**config.mk**
```make
export PLATFORM = sky130hd
export DESIGN_NAME = pbtn_reset_ctrl
export DESIGN_NICKNAME = d
export VERILOG_FILES = /design/src/rtl/pbtn_pkg.sv /design/src/rtl/pbtn_capture.sv /design/src/rtl/pbtn_fsm.sv /design/src/rtl/pbtn_reset_ctrl.sv
export SDC_FILE = /design/constraint.sdc
export NUM_CORES = 1
export LEC_CHECK = 0
export BUFFER_PORTS_ARGS = -buffer_cell sky130_fd_sc_hd__buf_4
export CORE_MARGIN = 4
export CORE_UTILIZATION = 25
export DETAILED_ROUTE_END_ITERATION = 10
export GPL_TIMING_DRIVEN = 0
export PLACE_DENSITY = 0.44
export SYNTH_ARGS = -nofsm -noshare
export SYNTH_HDL_FRONTEND = slang
export SYNTH_SLANG_ARGS = --single-unit
```
**constraint.sdc**
```tcl
create_clock -name clk -period 2.5 [get_ports clk]
set_input_delay 0.125 -clock clk [delete_from_list [all_inputs] [get_ports clk]]
set_output_delay 0.125 -clock clk [all_outputs]
set_load 0.05 [all_outputs]
```
**src/rtl/pbtn_pkg.sv**
```systemverilog
// Shared types for the pushbutton reset controller.
package pbtn_pkg;
    typedef enum logic [2:0] {
        ST_IDLE,
        ST_PRESSED,
        ST_LONG,
        ST_DEBOUNCE,
        ST_PULSE
    } pb_state_t;
endpackage

```
**src/rtl/pbtn_capture.sv**
```systemverilog
// Press capture: a flop with an asynchronous set holds any low level or
// glitch on btn_n. A synchronizer chain then carries it into the clock domain.
// Assumes clr is driven from registered state in the clk domain.
module pbtn_capture #(
    parameter int SYNC_STAGES = 2
) (
    input  logic clk,
    input  logic rst_n,
    input  logic btn_n,
    input  logic clr,
    output logic press_s
);
    logic                   caught;
    logic [SYNC_STAGES-1:0] sync_q;

    // Set at once by a low button, cleared on a clock edge once acknowledged.
    always_ff @(posedge clk or negedge btn_n) begin
        if (!btn_n)
            caught <= 1'b1;
        else if (!rst_n || clr)
            caught <= 1'b0;
    end

    // Bring the captured level into the clock domain.
    generate
        if (SYNC_STAGES == 1) begin : g_one
            always_ff @(posedge clk) begin
                if (!rst_n) sync_q <= '0;
                else        sync_q <= caught;
            end
        end else begin : g_chain
            always_ff @(posedge clk) begin
                if (!rst_n) sync_q <= '0;
                else        sync_q <= {sync_q[SYNC_STAGES-2:0], caught};
            end
        end
    endgenerate

    assign press_s = sync_q[SYNC_STAGES-1];

    // A button seen low at an edge leaves the capture flop set.
    assert_capture_R7: assert property (@(posedge clk) disable iff (!rst_n)
        !btn_n |=> caught);
endmodule

```
**src/rtl/pbtn_fsm.sv**
```systemverilog
// Press classifier: times a synchronized press, then issues a soft pulse
// after release and settling, or a hard request while a long hold lasts.
// Assumes press_s is already synchronous to clk.
module pbtn_fsm
    import pbtn_pkg::*;
#(
    parameter int LONG_CYC = 200_000_000,
    parameter int DB_CYC   = 2_000_000,
    parameter int SOFT_CYC = 10_000
) (
    input  logic clk,
    input  logic rst_n,
    input  logic press_s,
    output logic clr,
    output logic soft_rst_n,
    output logic hard_req
);
    localparam int MAX_AB  = (LONG_CYC > DB_CYC) ? LONG_CYC : DB_CYC;
    localparam int MAX_CYC = (MAX_AB > SOFT_CYC) ? MAX_AB : SOFT_CYC;
    localparam int CNT_W   = $clog2(MAX_CYC + 1);

    pb_state_t          state, state_nxt;
    logic [CNT_W-1:0]   cnt, cnt_nxt;
    logic [CNT_W-1:0]   low_run;

    // Next-state and interval counter logic.
    always_comb begin
        state_nxt = state;
        cnt_nxt   = cnt + 1'b1;
        case (state)
            ST_IDLE: begin
                cnt_nxt = '0;
                if (press_s) state_nxt = ST_PRESSED;
            end
            ST_PRESSED: begin
                if (!press_s) begin
                    state_nxt = ST_DEBOUNCE;
                    cnt_nxt   = '0;
                end else if (cnt == CNT_W'(LONG_CYC - 1)) begin
                    state_nxt = ST_LONG;
                    cnt_nxt   = '0;
                end
            end
            ST_LONG: begin
                cnt_nxt = '0;
                if (!press_s) state_nxt = ST_IDLE;
            end
            ST_DEBOUNCE: begin
                if (press_s) begin
                    state_nxt = ST_PRESSED;
                    cnt_nxt   = '0;
                end else if (cnt == CNT_W'(DB_CYC - 1)) begin
                    state_nxt = ST_PULSE;
                    cnt_nxt   = '0;
                end
            end
            ST_PULSE: begin
                if (press_s) begin
                    state_nxt = ST_PRESSED;
                    cnt_nxt   = '0;
                end else if (cnt == CNT_W'(SOFT_CYC - 1)) begin
                    state_nxt = ST_IDLE;
                    cnt_nxt   = '0;
                end
            end
            default: begin
                state_nxt = ST_IDLE;
                cnt_nxt   = '0;
            end
        endcase
    end

    // State, counter and glitch-free registered outputs.
    always_ff @(posedge clk) begin
        if (!rst_n) begin
            state      <= ST_IDLE;
            cnt        <= '0;
            soft_rst_n <= 1'b1;
            hard_req   <= 1'b0;
        end else begin
            state      <= state_nxt;
            cnt        <= cnt_nxt;
            soft_rst_n <= (state_nxt != ST_PULSE);
            hard_req   <= (state_nxt == ST_LONG);
        end
    end

    // Acknowledge the capture flop once a press has been taken.
    assign clr = (state == ST_PRESSED) || (state == ST_LONG);

    // Checker support: length of the current low run of the soft output.
    always_ff @(posedge clk) begin
        if (!rst_n)           low_run <= '0;
        else if (!soft_rst_n) low_run <= low_run + 1'b1;
        else                  low_run <= '0;
    end

    assert_exclusive_R11: assert property (@(posedge clk) disable iff (!rst_n)
        !(!soft_rst_n && hard_req));
    assert_soft_after_release_R2: assert property (@(posedge clk) disable iff (!rst_n)
        $fell(soft_rst_n) |-> !$past(press_s));
    assert_hard_drops_R5: assert property (@(posedge clk) disable iff (!rst_n)
        (hard_req && !press_s) |=> !hard_req);
    assert_hard_needs_press_R5: assert property (@(posedge clk) disable iff (!rst_n)
        $rose(hard_req) |-> $past(press_s));
    assert_pulse_width_R4: assert property (@(posedge clk) disable iff (!rst_n)
        low_run <= CNT_W'(SOFT_CYC));
endmodule

```
**src/rtl/pbtn_reset_ctrl.sv**
```systemverilog
// Top: pushbutton soft/hard reset controller. btn_n may be asynchronous.
// All intervals are in clk cycles.
module pbtn_reset_ctrl #(
    parameter int LONG_CYC    = 200_000_000,
    parameter int DB_CYC      = 2_000_000,
    parameter int SOFT_CYC    = 10_000,
    parameter int SYNC_STAGES = 2
) (
    input  logic clk,
    input  logic rst_n,
    input  logic btn_n,
    output logic soft_rst_n,
    output logic hard_req
);
    logic press_s;
    logic clr;

    pbtn_capture #(.SYNC_STAGES(SYNC_STAGES)) u_capture (
        .clk     (clk),
        .rst_n   (rst_n),
        .btn_n   (btn_n),
        .clr     (clr),
        .press_s (press_s)
    );

    pbtn_fsm #(
        .LONG_CYC (LONG_CYC),
        .DB_CYC   (DB_CYC),
        .SOFT_CYC (SOFT_CYC)
    ) u_fsm (
        .clk        (clk),
        .rst_n      (rst_n),
        .press_s    (press_s),
        .clr        (clr),
        .soft_rst_n (soft_rst_n),
        .hard_req   (hard_req)
    );
endmodule

```
==> Yosys cells after proc, flatten, opt, wreduce, memory -nomap -nowiden <==
Cells that the tools add are included.
{ "totals": {"reg_bits": 36, "in_bits": 3, "elab_cells": 36} }
{ "classes": {"addsub": 1, "n_eq_ne": 9, "n_mux": 16, "n_reduce_logical": 4} }
{ "ops": {"columns": ["cell", "count"], "rows": [
  ["$mux 28", 6],
  ["$pmux 28 s3", 1],
  ["$add 28x1->28 const B", 1],
  ["$eq 28x14->1 const B", 1],
  ["$eq 28x21->1 const B", 1],
  ["$eq 28x28->1 const B", 1],
  ["$mux 3", 8],
  ["$pmux 3 s5", 1],
  ["$eq 3x2->1 const B", 3],
  ["$eq 3x1->1 const B", 1],
  ["$eq 3x3->1 const B", 1],
  ["$logic_not 3->1", 1],
  ["$ne 3x3->1 const B", 1],
  ["$logic_or 1x1->1", 2],
  ["$logic_not 1->1", 1]
]} }

==> Depth between registers and ports, before layout <==
Gate-level depths: netlist of run 1.
{ "depth": {"ltp_word": 5, "ltp_mapped": 7, "mapped_depth_nobuf": 6} }

==> Modules after synthesis <==
From an unflattened synthesis of run 1, not the netlist that was laid out.
{ "unflattened": {"hier_cells": 206, "hier_area_um2": 1980.6} }
{ "by_module_without_submodules": {"columns": ["mod", "n_inst", "cells_each", "area_each_um2"], "rows": [
  ["pbtn_fsm", 1, 200, 1893.1],
  ["pbtn_capture", 1, 6, 87.6]
]} }

==> Least setup slack after synthesis of run 1 <==
OpenSTA, ideal clock, no wires.
{ "synth_timing": {"path_type": "flip-flop to flip-flop", "startpoint": "reg u_fsm.cnt[9]", "endpoint": "reg u_fsm.cnt[15]", "t_arrival_ns": 1.757, "required_time_ns": 2.366, "path_slack_ns": 0.608, "path_stages_with_launch": 8, "n_path_buf": 2, "period_less_slack_ns": 1.892, "cell_sequence": "dfxtp_1 -> buf_6 -> or4b_4 -> nor4_4 -> o22ai_1 -> o22ai_4 -> buf_6 -> nor3_1"} }
{ "synth_via": {"elab_chain_cells": 4} }
{ "synth_rtl": {"columns": ["element", "line", "text"], "rows": [
  ["start: declaration", "pbtn_fsm.sv:23", "logic [CNT_W-1:0] cnt, cnt_nxt;"],
  ["start signal: assignment", "pbtn_fsm.sv:82", "cnt <= cnt_nxt;"],
  ["$add 28x1->28, or another cell as far along", "pbtn_fsm.sv:29", "cnt_nxt = cnt + 1'b1;"],
  ["$mux 28, on equally long branches", "pbtn_fsm.sv:61, pbtn_fsm.sv:52, pbtn_fsm.sv:39", null],
  ["$mux 28, on equally long branches", "pbtn_fsm.sv:58, pbtn_fsm.sv:49, pbtn_fsm.sv:36", null],
  ["$pmux 28 s3 (*)", "pbtn_fsm.sv:30", "case (state)"]
]} }
Mark *: on every way between the ends. The rest lies on a longest branch, timed or not.
A chain may end at the register's enable or synchronous reset.

==> Final worst setup path of run 1 <==
{ "layout_timing": {"startpoint": "reg u_fsm.cnt[0]", "endpoint": "reg u_fsm.cnt[17]"} }
The elaborated chain is that of the path after synthesis.

==> results.sh, run 1 <==
export IMPL_cp_end_kind="flip-flop"
export IMPL_power_switching_mw=0.213
export IMPL_grt_setup_unrepaired="no"
export IMPL_setup_viol=0
export IMPL_vias_per_cell=4.74
export IMPL_clkTransAtPathRegs_ns=0.07
export IMPL_worst_pin_slew_ns=0.757
export IMPL_startpoint="u_fsm.cnt[0]"
export IMPL_yosysWarningCount=0
export IMPL_dpl_cell_count=320
export IMPL_ys_seq_area_frac=0.383
export IMPL_dp_hpwl_mm=3.12
export IMPL_arrival_ns=2.33
export IMPL_powerDensity_mw_per_mm2=478
export IMPL_root_buffer="clkbuf_8"
export IMPL_hold_start="rst_n"
export IMPL_globalplace_congestion=0.821
export IMPL_placed_cell_area_sq_mm=0.00206
export IMPL_yosysUniqueCellTypes=43
export IMPL_mostFrequentLayoutCells="dfxtp_1, nor3_1, nand2_1, xnor2_1, nand3_1"
export IMPL_wl_per_cell_um=13.3
export IMPL_fmax_ghz=0.461
export IMPL_drc=0
export IMPL_crit_type="flip-flop to flip-flop"
export IMPL_die_y_um=95.1
export IMPL_post_cts_buffers=0
export IMPL_cts_resized=0
export IMPL_start_kind="flip-flop"
export IMPL_n_fill_cell=784
export IMPL_cts_buffers=5
export IMPL_wirelength_mm=4.37
export IMPL_ios=5
export IMPL_p_leak_nw=0.642
export IMPL_drv_slew=0
export IMPL_synth_fp_nets=220
export IMPL_track_usage=0.104
export IMPL_netlist_area_sq_mm=0.00190
export IMPL_period_minus_slack_ns=2.17
export IMPL_finish_instance_area_sq_mm=0.00216
export IMPL_layout_commonest_cell="dfxtp_1"
export IMPL_synthCells=216
export IMPL_r2r_start="u_fsm.cnt[0]"
export IMPL_port_buffers=4
export IMPL_grt_pass1_wl_mm=7.28
export IMPL_htreeDepth=2
export IMPL_fin_worst_skew_ns=0.00413
export IMPL_grt_max_degree=11
export IMPL_insertedDiodeCount=0
export IMPL_p_comb_frac=0.006
export IMPL_fin_crit_sh=0.867
export IMPL_drive_above_1_share=0.140
export IMPL_top_usage_layer="met2"
export IMPL_final_net_count=233
export IMPL_grt_util_met2=0.161
export IMPL_fp_coreArea_sq_mm=0.00733
export IMPL_critPathMaxFanout=10
export IMPL_grt_antenna_before_repair=0
export IMPL_rows=31
export IMPL_synth_ff_type="dfxtp_1"
export IMPL_hold_buffers=1
export IMPL_swShare=0.206
export IMPL_ys_async_sr_fraction=0.0278
export IMPL_final_cells=328
export IMPL_design_die_area_sq_mm=0.00904
export IMPL_worstPathRequired_ns=2.66
export IMPL_insertion_delay_ns=0.29
export IMPL_hold_viol=0
export IMPL_cts_sinks=36
export IMPL_clockPowerShare=0.440
export IMPL_hp_class="primary input to flip-flop"
export IMPL_synth_edff_count=0
export IMPL_synth_area_per_cell_sq_um=8.78
export IMPL_area_growth_pct=14.1
export IMPL_met3_usage=0.0355
export IMPL_grtUsageMet1=0.138
export IMPL_ant_nets=0
export IMPL_drt_iter0_drc=76
export IMPL_status="complete, no violations"
export IMPL_cts_path_max_buffers=2
export IMPL_initial_core_util=0.259
export IMPL_power_frac_seq=0.554
export IMPL_grt_pass1_vias=1463
export IMPL_internal_power_mw=0.822
export IMPL_reg2reg_slack_ns=0.33
export IMPL_ys_seq_elements=36
export IMPL_grt_overflow_total=0
export IMPL_relSlewSlack=0.491
export IMPL_cts_tree="yes"
export IMPL_die_w_um=95.1
export IMPL_via_count=1554
export IMPL_first_pass_iters=4
export IMPL_cap_violations=0
export IMPL_ir_worst_vdd_uv=190
[worst max-delay path, stage by stage (launching register included)]
cell	delay, ns
dfxtp_1	0.38
ha_1	0.23
and3_1	0.26
and4_1	0.31
o21ai_0	0.18
o22ai_4	0.38
buf_6	0.21
nor3_1	0.06
[cells by family after synthesis]
group | Yosys count | synth area share
adder cells (fa/ha/maj) | 1 | 0.00660
buffers and inverters | 17 | 0.0482
flip-flops | 36 | 0.383
AND/OR/NAND/NOR | 116 | 0.365
XOR/XNOR | 27 | 0.125
AO/OA/AOI/OAI | 19 | 0.0719
[per-stage QoR]
stage,utilization,hold WS (ns),power (mW),setup slack (ns),TNS (ns)
floorplan,-,-0.0228,0.588,0.608,0
global placement,0.280,0.0592,0.591,-0.144,-2.42
detailed placement,0.281,0.0607,0.591,0.309,0
CTS,0.295,0.0602,1.05,0.302,0
global route,0.295,0.0779,1.08,0.191,0
finish,0.295,0.0648,1.04,0.332,0
[synthesized netlist by cell type, drive strengths merged (3+ instances only)]
library cell | n | area share
a21oi | 6 | 0.016
and3 | 3 | 0.0099
and4 | 4 | 0.018
buf | 7 | 0.028
dfxtp | 35 | 0.37
inv | 8 | 0.016
nand2 | 17 | 0.034
nand3 | 12 | 0.032
nand4 | 9 | 0.036
nor2 | 11 | 0.022
nor3 | 32 | 0.092
nor4 | 10 | 0.047
o21ai | 4 | 0.011
or3 | 3 | 0.0099
xnor2 | 17 | 0.078
xor2 | 10 | 0.046
[sequential cells by signal, summed over array words and instances (netlist names)]
name	cells
u_fsm.cnt	28
u_fsm.hard_req	1
u_fsm.soft_rst_n	1
u_capture.caught	1
u_fsm.state	3
u_capture.sync_q	2
[final cells by class]
type,count,area (sq um),share of cell area
Clock buffer,7,96.3,0.0445
Multi-Input combinational cell,163,1080,0.498
Timing Repair Buffer,6,47.5,0.0220
Buffer,9,61.3,0.0283
Sequential cell,36,727,0.336
Tap cell,99,124,0.0572
Inverter,8,30.0,0.0139
[power groups by stage]
stage	logic, mW	clock network [mW]	registers (mW)
floorplan	0.00118	0	0.587
global placement	0.00460	0	0.587
detailed placement	0.00467	0	0.587
CTS	0.00588	0.470	0.573
global route	0.00661	0.496	0.573
finish	0.00580	0.456	0.573
[routing by layer]
layer | vias up | wire length [um] | share of wire
li1 | 810 | - | -
met1 | 722 | 2180 | 0.50
met2 | 15 | 1970 | 0.45
met3 | 7 | 170 | 0.039
met4 | 0 | 50 | 0.011
met5 | - | 0 | 0
[path summary, 6_finish.rpt]
kind | endpoint | depth (start not counted)
min in group asynchronous | u_capture.caught | 2
setup reg to reg | u_fsm.cnt[17] | 7
max in group asynchronous | u_capture.caught | 2
hold / removal | u_capture.sync_q[1] | 2
setup / recovery | u_fsm.cnt[17] | 7
hold reg to reg | u_capture.sync_q[1] | 1
No activity file was read; power rests on OpenSTA's default activity.
==> run 2: changes to the inputs <==
Settings changed: CORE_UTILIZATION 25 to 50, PLACE_DENSITY 0.44 to 0.66, SETUP_SLACK_MARGIN set to 0.2.
==> run 2 against run 1 <==
Sequential share of layout area rose by 0.96 points; flip-flop and latch count did not move; wire length fell by 5.0%; worst hold slack improved by 0.0035 ns; non-clock buffer count fell by 1; fmax rose by 0.57%.
==> results.sh, run 2 (synthesis gave the netlist of run 1 again) <==
export IMPL_htreeDepth=2
export IMPL_track_usage=0.184
export IMPL_via_count=1614
export IMPL_topRoutingLayerUsed="met4"
export IMPL_grt_pass1_vias=1535
export IMPL_hp_class="primary input to flip-flop"
export IMPL_n_fill_cell=329
export IMPL_design_die_area_sq_mm=0.00484
export IMPL_register_area_sq_um=727
export IMPL_period_minus_slack_ns=2.16
export IMPL_critPathMaxFanout=10
export IMPL_initial_core_util=0.518
export IMPL_die_w_um=69.6
export IMPL_ios=5
export IMPL_cts_tree="yes"
export IMPL_grt_pass1_wl_mm=7.22
export IMPL_wl_met2_mm=1.96
export IMPL_multi_input_area_sq_mm=0.00108
export IMPL_drc=0
export IMPL_arrival_ns=2.31
export IMPL_fin_worst_skew_ns=0.00346
export IMPL_cts_sinks=36
export IMPL_root_buffer="clkbuf_8"
export IMPL_cts_path_max_buffers=2
export IMPL_mostFrequentLayoutCells="dfxtp_1, nor3_1, nand2_1, xnor2_1, nand3_1"
export IMPL_cts_buffers=5
export IMPL_grt_max_degree=12
export IMPL_post_cts_buffers=0
export IMPL_fin_crit_sh=0.862
export IMPL_powerDensity_mw_per_mm2=515
export IMPL_setup_tns_ns=0
export IMPL_pre_cts_ws_ns=0.0548
export IMPL_wl_per_cell_um=15.0
export IMPL_fp_coreArea_sq_mm=0.00366
export IMPL_worstPathRequired_ns=2.66
export IMPL_largest_reg_flops=28
export IMPL_start_kind="flip-flop"
export IMPL_p_leak_nw=0.643
export IMPL_dp_hpwl_mm=2.98
export IMPL_ant_nets=0
export IMPL_grt_antenna_before_repair=0
export IMPL_rows=22
export IMPL_reg_top3="u_fsm.cnt (28), u_fsm.state (3), u_capture.sync_q (2)"
export IMPL_clkTransAtPathRegs_ns=0.07
export IMPL_setup_ws_ns=0.344
export IMPL_area_growth_pct=10.9
export IMPL_cp_end_kind="flip-flop"
export IMPL_fmax_ghz=0.464
export IMPL_vias_per_cell=5.83
export IMPL_grt_setup_unrepaired="no"
export IMPL_port_buffers=4
export IMPL_crit_type="flip-flop to flip-flop"
export IMPL_ir_worst_vdd_uv=321
export IMPL_setup_viol=0
export IMPL_layout_commonest_cell="dfxtp_1"
export IMPL_drt_iter0_drc=95
export IMPL_grt_overflow_total=0
export IMPL_relSlewSlack=0.443
export IMPL_insertedDiodeCount=0
export IMPL_worst_pin_slew_ns=0.830
export IMPL_wl_met1_mm=1.97
export IMPL_die_y_um=69.6
export IMPL_cap_violations=0
export IMPL_status="complete, no violations"
export IMPL_drv_slew=0
export IMPL_final_net_count=232
export IMPL_regMostFlops="u_fsm.cnt"
export IMPL_hold_viol=0
export IMPL_wirelength_mm=4.15
export IMPL_drive_above_1_share=0.135
export IMPL_hold_path_depth=2
export IMPL_globalplace_congestion=0.855
export IMPL_r2r_cells=7
export IMPL_wl_met3_um=153
export IMPL_insertion_delay_ns=0.29
export IMPL_first_pass_iters=4
[run 2: worst max-delay path, stage by stage (launching register included)]
cell	delay (ns)
dfxtp_1	0.38
ha_1	0.23
and3_1	0.27
and4_1	0.29
o21ai_0	0.18
o22ai_4	0.40
buf_6	0.21
nor3_1	0.06
[run 2: stage by stage]
step                       util  std cells  total power [mW]  area (sq um)  hold slack (ns)
after floorplan               -        216             0.588          1900          -0.0228
after global placement    0.543        268             0.591          1990           0.0579
after detailed placement  0.543        268             0.591          1990           0.0615
after CTS                 0.575        277              1.09          2100           0.0656
after global routing      0.575        277              1.12          2100           0.0800
final                     0.575        277              1.08          2100           0.0683
[run 2: path summary, 6_finish.rpt]
path                                startpoint  slack, ns                   to
max                               u_fsm.cnt[0]       0.34        u_fsm.cnt[18]
min reg2reg                u_capture.sync_q[0]       0.45  u_capture.sync_q[1]
min in group asynchronous                btn_n       0.30     u_capture.caught
max in group asynchronous                btn_n       2.18     u_capture.caught
min                                      rst_n       0.07  u_capture.sync_q[1]
max reg2reg                       u_fsm.cnt[0]       0.34        u_fsm.cnt[18]
[run 2: final cells by class]
type	count	share of cell area
Buffer	9	0.0291
Clock buffer	6	0.0345
Clock inverter	2	0.0166
Inverter	8	0.0143
Multi-Input combinational cell	163	0.512
Sequential cell	36	0.345
Tap cell	48	0.0285
Timing Repair Buffer	5	0.0190
[run 2: repair_timing]
item / in CTS / in global routing
setup endpoints to repair: 20 / 0
resized for setup: 1 / 0
hold buffers: 1 / 0
endpoints found under the hold margin: 1 / 0
[run 2: where the power goes]
part           internal, mW  switching (mW)  total, mW  leakage [nW]
Sequential            0.573               0      0.573         0.292
Clock                 0.296           0.209      0.504        0.0552
Combinational       0.00323         0.00256    0.00579         0.296
Total                 0.872           0.211       1.08         0.643
[run 2: layer usage]
| metal | vias to the layer above | track usage |
|---|---|---|
| met5 | - | 0 |
| met4 | 0 | 0.0911 |
| met3 | 6 | 0.0348 |
| met2 | 30 | 0.291 |
| met1 | 768 | 0.239 |
| li1 | 810 | - |
